## config.mk

```make
export PLATFORM = sky130hd
export DESIGN_NAME = utopia_rx_slave
export DESIGN_NICKNAME = d
export VERILOG_FILES = /design/src/rtl/utopia_rx_pkg.sv /design/src/rtl/utopia_rx_port_mux.sv /design/src/rtl/utopia_rx_parity.sv /design/src/rtl/utopia_rx_cell_buf.sv /design/src/rtl/utopia_rx_slave.sv
export SDC_FILE = /design/constraint.sdc
export NUM_CORES = 1
export LEC_CHECK = 0
export BUFFER_PORTS_ARGS = -buffer_cell sky130_fd_sc_hd__buf_4
export CAP_MARGIN = 20
export CORE_MARGIN = 5
export CORE_UTILIZATION = 40
export CTS_BUF_LIST = sky130_fd_sc_hd__clkbuf_8
export CTS_CLUSTER_SIZE = 40
export DETAILED_ROUTE_END_ITERATION = 8
export SYNTH_ARGS = -nofsm -noshare
export SYNTH_HDL_FRONTEND = slang
export SYNTH_SLANG_ARGS = --single-unit
```

## constraint.sdc

```tcl
create_clock -name clk_i -period 3.1 [get_ports clk_i]
set_clock_uncertainty 0.1 [all_clocks]
set_input_delay 0.62 -clock clk_i [delete_from_list [all_inputs] [get_ports clk_i]]
set_output_delay 0.62 -clock clk_i [all_outputs]
set_load 0.03 [all_outputs]
```

## src/rtl/utopia_rx_pkg.sv

```systemverilog
package utopia_rx_pkg;
  localparam int DATA_W = 16;
  localparam int ADDR_W = 5;
  localparam int DIAG_W = 2;
  localparam logic [DIAG_W-1:0] DIAG_LOOP = 2'b01;

  typedef struct packed {
    logic              enb;
    logic              soc;
    logic [DATA_W-1:0] data;
    logic              prty;
    logic [ADDR_W-1:0] addr;
  } rx_bus_t;
endpackage

```

## src/rtl/utopia_rx_port_mux.sv

```systemverilog
module utopia_rx_port_mux
  import utopia_rx_pkg::*;
(
  input  logic [DIAG_W-1:0] diag_i,
  input  rx_bus_t           ext_i,
  input  rx_bus_t           lb_i,
  output rx_bus_t           bus_o
);
  // reserved codes fall back to normal
  assign bus_o = (diag_i == DIAG_LOOP) ? lb_i : ext_i;
endmodule

```

## src/rtl/utopia_rx_parity.sv

```systemverilog
module utopia_rx_parity #(
  parameter int W = 16
) (
  input  logic [W-1:0] data_i,
  input  logic         prty_i,
  output logic         err_o
);
  // odd parity: total ones must be odd
  assign err_o = ~(^{data_i, prty_i});
endmodule

```

## src/rtl/utopia_rx_cell_buf.sv

```systemverilog
module utopia_rx_cell_buf #(
  parameter int DATA_W     = 16,
  parameter int CELL_WORDS = 27
) (
  input  logic              clk_i,
  input  logic              rst_ni,
  input  logic              wr_en_i,
  input  logic              soc_i,
  input  logic [DATA_W-1:0] data_i,
  input  logic              perr_i,
  input  logic              par_ign_i,
  output logic              free_o,
  output logic              valid_o,
  output logic              sop_o,
  output logic              eop_o,
  output logic [DATA_W-1:0] data_o,
  output logic              drop_o
);
  localparam int CNT_W = $clog2(CELL_WORDS);
  localparam logic [CNT_W-1:0] LAST = CNT_W'(CELL_WORDS - 1);

  logic [DATA_W-1:0] mem [CELL_WORDS];
  logic              draining, active, err_q;
  logic [CNT_W-1:0]  wr_cnt, rd_cnt, wr_idx;
  logic              take, err_nxt;

  assign take    = wr_en_i & ~draining & (soc_i | active);
  assign wr_idx  = soc_i ? '0 : wr_cnt;
  assign err_nxt = (~soc_i & err_q) | perr_i;

  always_ff @(posedge clk_i or negedge rst_ni) begin
    if (!rst_ni) begin
      draining <= 1'b0;
      active   <= 1'b0;
      err_q    <= 1'b0;
      wr_cnt   <= '0;
      rd_cnt   <= '0;
      drop_o   <= 1'b0;
    end else begin
      drop_o <= 1'b0;
      if (draining) begin
        if (rd_cnt == LAST) begin
          draining <= 1'b0;
          rd_cnt   <= '0;
        end else begin
          rd_cnt <= rd_cnt + 1'b1;
        end
      end else if (take) begin
        if (wr_idx == LAST) begin
          active <= 1'b0;
          wr_cnt <= '0;
          err_q  <= 1'b0;
          if (err_nxt && !par_ign_i) drop_o   <= 1'b1;
          else                       draining <= 1'b1;
        end else begin
          active <= 1'b1;
          wr_cnt <= wr_idx + 1'b1;
          err_q  <= err_nxt;
        end
      end
    end
  end

  always_ff @(posedge clk_i) begin
    if (take) mem[wr_idx] <= data_i;
  end

  assign free_o  = ~draining;
  assign valid_o = draining;
  assign sop_o   = draining & (rd_cnt == '0);
  assign eop_o   = draining & (rd_cnt == LAST);
  assign data_o  = mem[rd_cnt];
endmodule

```

## src/rtl/utopia_rx_slave.sv

```systemverilog
module utopia_rx_slave
  import utopia_rx_pkg::*;
#(
  parameter int CELL_WORDS = 27
) (
  input  logic              clk_i,
  input  logic              rst_ni,
  input  logic [ADDR_W-1:0] cfg_phy_id_i,
  input  logic              cfg_par_ign_i,
  input  logic [DIAG_W-1:0] cfg_diag_i,
  input  logic              rx_enb_i,
  input  logic              rx_soc_i,
  input  logic [DATA_W-1:0] rx_data_i,
  input  logic              rx_prty_i,
  input  logic [ADDR_W-1:0] rx_addr_i,
  input  logic              lb_enb_i,
  input  logic              lb_soc_i,
  input  logic [DATA_W-1:0] lb_data_i,
  input  logic              lb_prty_i,
  input  logic [ADDR_W-1:0] lb_addr_i,
  output logic              rx_clav_o,
  output logic              rx_clav_oe_o,
  output logic              cell_valid_o,
  output logic              cell_sop_o,
  output logic              cell_eop_o,
  output logic [DATA_W-1:0] cell_data_o,
  output logic              cell_drop_o
);
  rx_bus_t ext_bus, lb_bus, bus;
  logic    match, perr, free;

  assign ext_bus = '{enb: rx_enb_i, soc: rx_soc_i, data: rx_data_i,
                     prty: rx_prty_i, addr: rx_addr_i};
  assign lb_bus  = '{enb: lb_enb_i, soc: lb_soc_i, data: lb_data_i,
                     prty: lb_prty_i, addr: lb_addr_i};

  utopia_rx_port_mux u_mux (
    .diag_i (cfg_diag_i),
    .ext_i  (ext_bus),
    .lb_i   (lb_bus),
    .bus_o  (bus)
  );

  utopia_rx_parity #(.W(DATA_W)) u_par (
    .data_i (bus.data),
    .prty_i (bus.prty),
    .err_o  (perr)
  );

  assign match = (bus.addr == cfg_phy_id_i);

  utopia_rx_cell_buf #(.DATA_W(DATA_W), .CELL_WORDS(CELL_WORDS)) u_buf (
    .clk_i     (clk_i),
    .rst_ni    (rst_ni),
    .wr_en_i   (match & bus.enb),
    .soc_i     (bus.soc),
    .data_i    (bus.data),
    .perr_i    (perr),
    .par_ign_i (cfg_par_ign_i),
    .free_o    (free),
    .valid_o   (cell_valid_o),
    .sop_o     (cell_sop_o),
    .eop_o     (cell_eop_o),
    .data_o    (cell_data_o),
    .drop_o    (cell_drop_o)
  );

  // line released when another PHY is addressed
  assign rx_clav_oe_o = match;
  assign rx_clav_o    = match & free;
endmodule

```

**Word level (Yosys, flattened, before mapping)**

Memories as Yosys holds them, arrays and structs flattened.
Index checks and enable logic that the tools add are counted.

- Add/subtract/negate cells: 2
- $mul: 0
- Divide/modulo/power cells: 0
- $lt $le $gt $ge: 0
- Eq/ne operators: 4
- Shift-type cells: 0
- Multiplexer cells: 17
- Bitwise gates (word level): 12
- Reduce and logical (&&, ||, !) cells: 5

Operator list:

| kind | number |
|---|---|
| $mux W24 | 1 |
| $reduce_xor A17 Y1 | 1 |
| $mux W5 | 3 |
| $mux W1 | 13 |
| $add A5 B1 Y5 const B | 2 |
| $eq A5 B5 Y1 const B | 2 |
| $and A1 B1 Y1 | 7 |
| $eq A5 B5 Y1 | 1 |
| $logic_not A5 Y1 | 1 |
| $not A1 Y1 | 3 |
| $eq A2 B1 Y1 const B | 1 |
| $or A1 B1 Y1 | 2 |
| $reduce_and A2 Y1 | 1 |
| $logic_and A1 B1 Y1 | 1 |
| $logic_not A1 Y1 | 1 |

- Bits in registers: 14
- Latch bits: 0
- Memory bits (writable): 432
- Bits in read-only memories: 0
- Bits of input ports: 58
- Output and inout port bits: 22
- Logic and storage cells: 47
- Memories: 1

Memory list:

| name | depth | width | read ports | clocked after Yosys merged registers in | write ports | RTL line | source |
|---|---|---|---|---|---|---|---|
| u_buf.mem | 27 | 16 | 1 | 0 | 1 | utopia_rx_cell_buf.sv:22 | `logic [DATA_W-1:0] mem [CELL_WORDS];` |

**Logic depth before layout (Yosys ltp)**

- Word-level depth: 10
- Gate-level depth with buffers: 11
- Depth with buffers taken out: 9

**Modules after synthesis**

Synthesis repeated with hierarchy kept, for this count alone.

- Cells, all modules: 944
- Area total of the unflattened synthesis: 18258.8 um^2

By module, submodules not included:

| module | instances | cells each | area an instance (um^2) | sequential area each (um^2) |
|---|---|---|---|---|
| utopia_rx_cell_buf | 1 | 890 | 17631.9 | 13322.8 |
| utopia_rx_port_mux | 1 | 28 | 410.4 | 0.0 |
| utopia_rx_parity | 1 | 15 | 145.1 | 0.0 |
| utopia_rx_slave | 1 | 11 | 71.3 | 0.0 |

**Worst setup path after synthesis**

Ideal clock, no wire load.

- Path kind: input port to flip-flop
- Start point: input cfg_diag_i[0]
- End point: memory u_buf.mem[11][0], enable pin
- Setup time: 409 ps
- Arrival time: 3191 ps
- Data required time: 2591 ps
- Path slack: -600 ps
- Stages on the path: 9
- Buffers on the path: 2
- Cells stage by stage: nor2b_1 -> buf_4 -> buf_4 -> mux2i_1 -> nand2_1 -> inv_1 -> ha_1 -> nand2_1 -> nor3_1

- Cells in the longest elaborated chain, start to end: 8
- Elaborated cells on any way between the ends: 10
- Those cells by class: eq/ne (2); mux (4); bitwise (4)

RTL lines:

| item | RTL line | source |
|---|---|---|
| from (decl) | utopia_rx_slave.sv:10 | `input logic [DIAG_W-1:0] cfg_diag_i,` |
| $eq A2 B1 Y1 (*) | utopia_rx_port_mux.sv:10 | `assign bus_o = (diag_i == DIAG_LOOP) ? lb_i : ext_i;` |
| $mux W24 (*) | utopia_rx_port_mux.sv:10 |  |
| $eq A5 B5 Y1 | utopia_rx_slave.sv:50 | `assign match = (bus.addr == cfg_phy_id_i);` |
| $and A1 B1 Y1 | utopia_rx_slave.sv:55 | `.wr_en_i (match & bus.enb),` |
| $and A1 B1 Y1 (2 in series) | utopia_rx_cell_buf.sv:27 | `assign take = wr_en_i & ~draining & (soc_i \| active);` |
| $mux W1 | utopia_rx_cell_buf.sv:65 | `if (take) mem[wr_idx] <= data_i;` |
| $mux W1 (not written as such) | utopia_rx_cell_buf.sv:65 |  |
| to (decl) | utopia_rx_cell_buf.sv:22 |  |

Every way passes the cells marked *; elsewhere a longest branch is shown, timed or not.

**Worst setup path in the final report**

- Start point: register u_buf.rd_cnt[0]
- End point: output cell_data_o[8]

- Cells in the longest elaborated chain, start to end: 1

RTL lines:

| item | RTL line | source |
|---|---|---|
| from (decl) | utopia_rx_cell_buf.sv:24 | `logic [CNT_W-1:0] wr_cnt, rd_cnt, wr_idx;` |
| from (signal assigned) | utopia_rx_cell_buf.sv:46 | `rd_cnt <= rd_cnt + 1'b1;` |
| $mem_v2 Z27 W16 | -- |  |
| to (decl) | utopia_rx_slave.sv:26 | `output logic [DATA_W-1:0] cell_data_o,` |

No other way between the ends.

==> impl_metrics.yaml <==
min_path:
  hold_depth: 3
  hp-class: "in2reg"
synthesis:
  synth-xor-area-share_pct: 1.94
  syn_nets: 937
  synthMuxAreaShare_pct: 18.5
  yosysUniqueCellTypes: 42
  ys_warn_count: 0
  synthesis.area_um2: 18100
  synth-seq-area-share_pct: 73.6
  syn_avg_cell_area_um2: 20.8
  synth_fa_ha_area_share_pct: 0.484
  synth_top_family_by_area: "multiplexers"
  ys_ff_latch: 446
  synth.area.top_cells: "edfxtp_1, mux4_2, mux2i_1"
  synth_commonest_cells: "edfxtp_1, mux4_2, mux2i_1, mux2_2, nor2_1"
  yosysMostFrequentCell: "edfxtp_1"
  synth_compound_area_share_pct: 1.66
  synth_top_area_share_pct: 71.6
  synth-simple-area-share_pct: 2.40
  synth_edf_count: 432
  synthFlopType: "edfxtp_1"
  yosysTopAreaCell: "edfxtp_1"
  synthArstFlopShare_pct: 3.14
  syn-instance-count: 872
critical_path:
  path_cells: "buf_12, buf_16, buf_12, mux4_2, mux4_2, mux2_4, buf_6"
  cp_slowest_cell: "dfrtp_4"
  cpLargestDelayFamily: "multiplexers"
  cp.required_ps: 2380
  startpoint_type: "register"
  crit_path_max_fanout: 5
  slowest_delay_ps: 530
  cp.arrival_ps: 2950
  reg2reg_depth: 10
  worstSetupPathType: "reg2out"
  path_buf_inv: 4
  end_kind: "output pin"
  cp.depth: 7
sta:
  finalSetupViolations: 16
  drv_slew: 0
  fin_ws_ps: -568
  slew_headroom_pct: 55.1
  finalCritPeriodShare_pct: 118
  rsz0062_at_grt: "true"
  hold_slack_ps: 217
  period_needed_ps: 3670
  final-hold-violation-count: 0
  fin_tns_setup_ps: -8420
  fmax_mhz: 273
  worst_slew_pin_slew_ps: 674
place:
  port_buffers: 79
  dp_slack_ps: -92.4
  dp_cells: 1593
  hpwlAfterDp_mm: 28.5
  gp_congestion: 0.779
  post_dp_cell_area_um2: 20300
global_route:
  antenna_found_initial: 1
  overflow: 0
  grt_pass1_wl_mm: 65.4
  track_usage_pct: 18.0
  grt_max_degree: 28
  grt_pass1_vias: 9853
clocking:
  cts.sinks: 446
  cts_made_buffers: 72
  cts.root.buffer_cell: "clkbuf_8"
  cts_buffer_depth: 3
  h-tree-depth: 3
  clk_pin_slew_ps: 60
  insertion_delay_ps: 620
  cts_tree: "done"
die:
  dieHeight_um: 223
  core-area_um2: 45100
  num_rows: 78
  initial_utilization_pct: 40.2
  dieArea_um2: 49600
  io_pins: 80
  dieWidth_um: 223
finish:
  final_cell_area_um2: 22100
  nNetsFinal: 1155
  register_area_um2: 13300
  multi_input_area_um2: 4670
  area_growth_pct: 21.8
  stdcell_count: 1743
  num-fill-cells: 3679
  layout-drive-gt1-share_pct: 39.9
detailed_routing:
  vias: 9323
  drt-vias-per-instance: 5.35
  dr.pass1.iters: 5
  drc: 0
  wirelength_mm: 44.6
  routedWlPerCell_um: 25.6
  drtAntennaViolNets: 0
  drtIter0Drc: 841
power:
  peakVddDrop_mv: 0.280
  power_density_nw_per_um2: 527
  p_leak_nw: 7.24
job:
  cap_violations: 0
status:
  violations: "setup timing"
  status: "finished, violations left"
## metal layers
metal	up-vias	routed length, um	GRT usage (%)
li1	4040	-	-
met1	4939	18300	24.3
met2	280	22800	30.2
met3	64	2700	3.62
met4	0	784	4.82
met5	-	0	0
## path summary, 6_finish.rpt
path                                      start  slack [ps]               to
worst max-delay path            u_buf.rd_cnt[0]        -570   cell_data_o[8]
worst min-delay path              cfg_par_ign_i         220     u_buf.drop_o
worst max register to register  u_buf.rd_cnt[0]         650    u_buf.valid_o
worst min register to register      u_buf.err_q         400      u_buf.err_q
max in group asynchronous                rst_ni        2370  u_buf.rd_cnt[1]
min in group asynchronous                rst_ni         310  u_buf.rd_cnt[0]
## sequential cells by signal, indices dropped and copies added (netlist names)
signal,cells
u_buf.wr_cnt,5
u_buf.err_q,1
u_buf.active,1
u_buf.valid_o,1
u_buf.rd_cnt,5
u_buf.drop_o,1
u_buf.mem,432
## cell type report
class,instances,area share [%]
clock inverter,51,1.04
tap,600,3.40
antenna,1,0.0113
multi-input combinational,372,21.2
sequential,446,60.4
clock buffer,75,4.68
timing repair buffer,189,9.08
inverter,9,0.176
## report_power, final
part	switching [mW]	internal [mW]	leakage, nW
Combinational	0.278	0.174	2.43
Sequential	0.00789	6.67	4.06
Clock	2.25	2.25	0.741
Total	2.53	9.10	7.24
## cell usage in the layout (no fill, tap or decap), drive strengths merged, types with 7 or more instances in the layout
master	Yosys	routed
edfxtp	432	432
mux2i	43	43
clkinv	1	21
nor2	31	31
nand2	31	31
xor2	9	9
o21ai	23	23
ha	7	7
mux4	112	112
clkbuf	25	77
xnor2	26	26
buf	20	186
o211ai	17	17
mux2	35	35
dfrtp	14	14
nor3	9	9
inv	8	37
## stage by stage
| stage | total power [mW] | util (%) |
|---|---|---|
| CTS | 11.8 | 48.6 |
| global placement | 7.26 | 45.1 |
| detailed placement | 7.27 | 45.1 |
| global route | 12.1 | 48.9 |
| floorplan | 7.05 | - |
| finish | 11.6 | 48.9 |
## logic make-up after synthesis
group / Yosys count
xor gates and xnor gates: 37
adders and majority gates: 7
buffers and inverters: 54
DFF: 446
muxes: 190
AOI/OAI and AO/OA: 48
and+or+nand+nor: 90
## timing repair
action / in CTS / in global routing
gates resized for setup: 46 / 13
hold buffers: 1 / 0
buffers inserted: 14 / 6
gates cloned: 2 / 2
endpoints found under the setup margin: 18 / 18
pin swaps: 2 / 1
hold endpoints to repair: 14 / 0
## worst reg2reg max path: cells and delay by family, from the launching register on
kind                     cells  cell delay [ps]
buffers and inverters        6              750
AO/OA/AOI/OAI                2              630
flip-flops                   1              530
AND/OR/NAND/NOR              1              140
adder cells (fa/ha/maj)      1              130
Power figures use the tool's default switching activity.
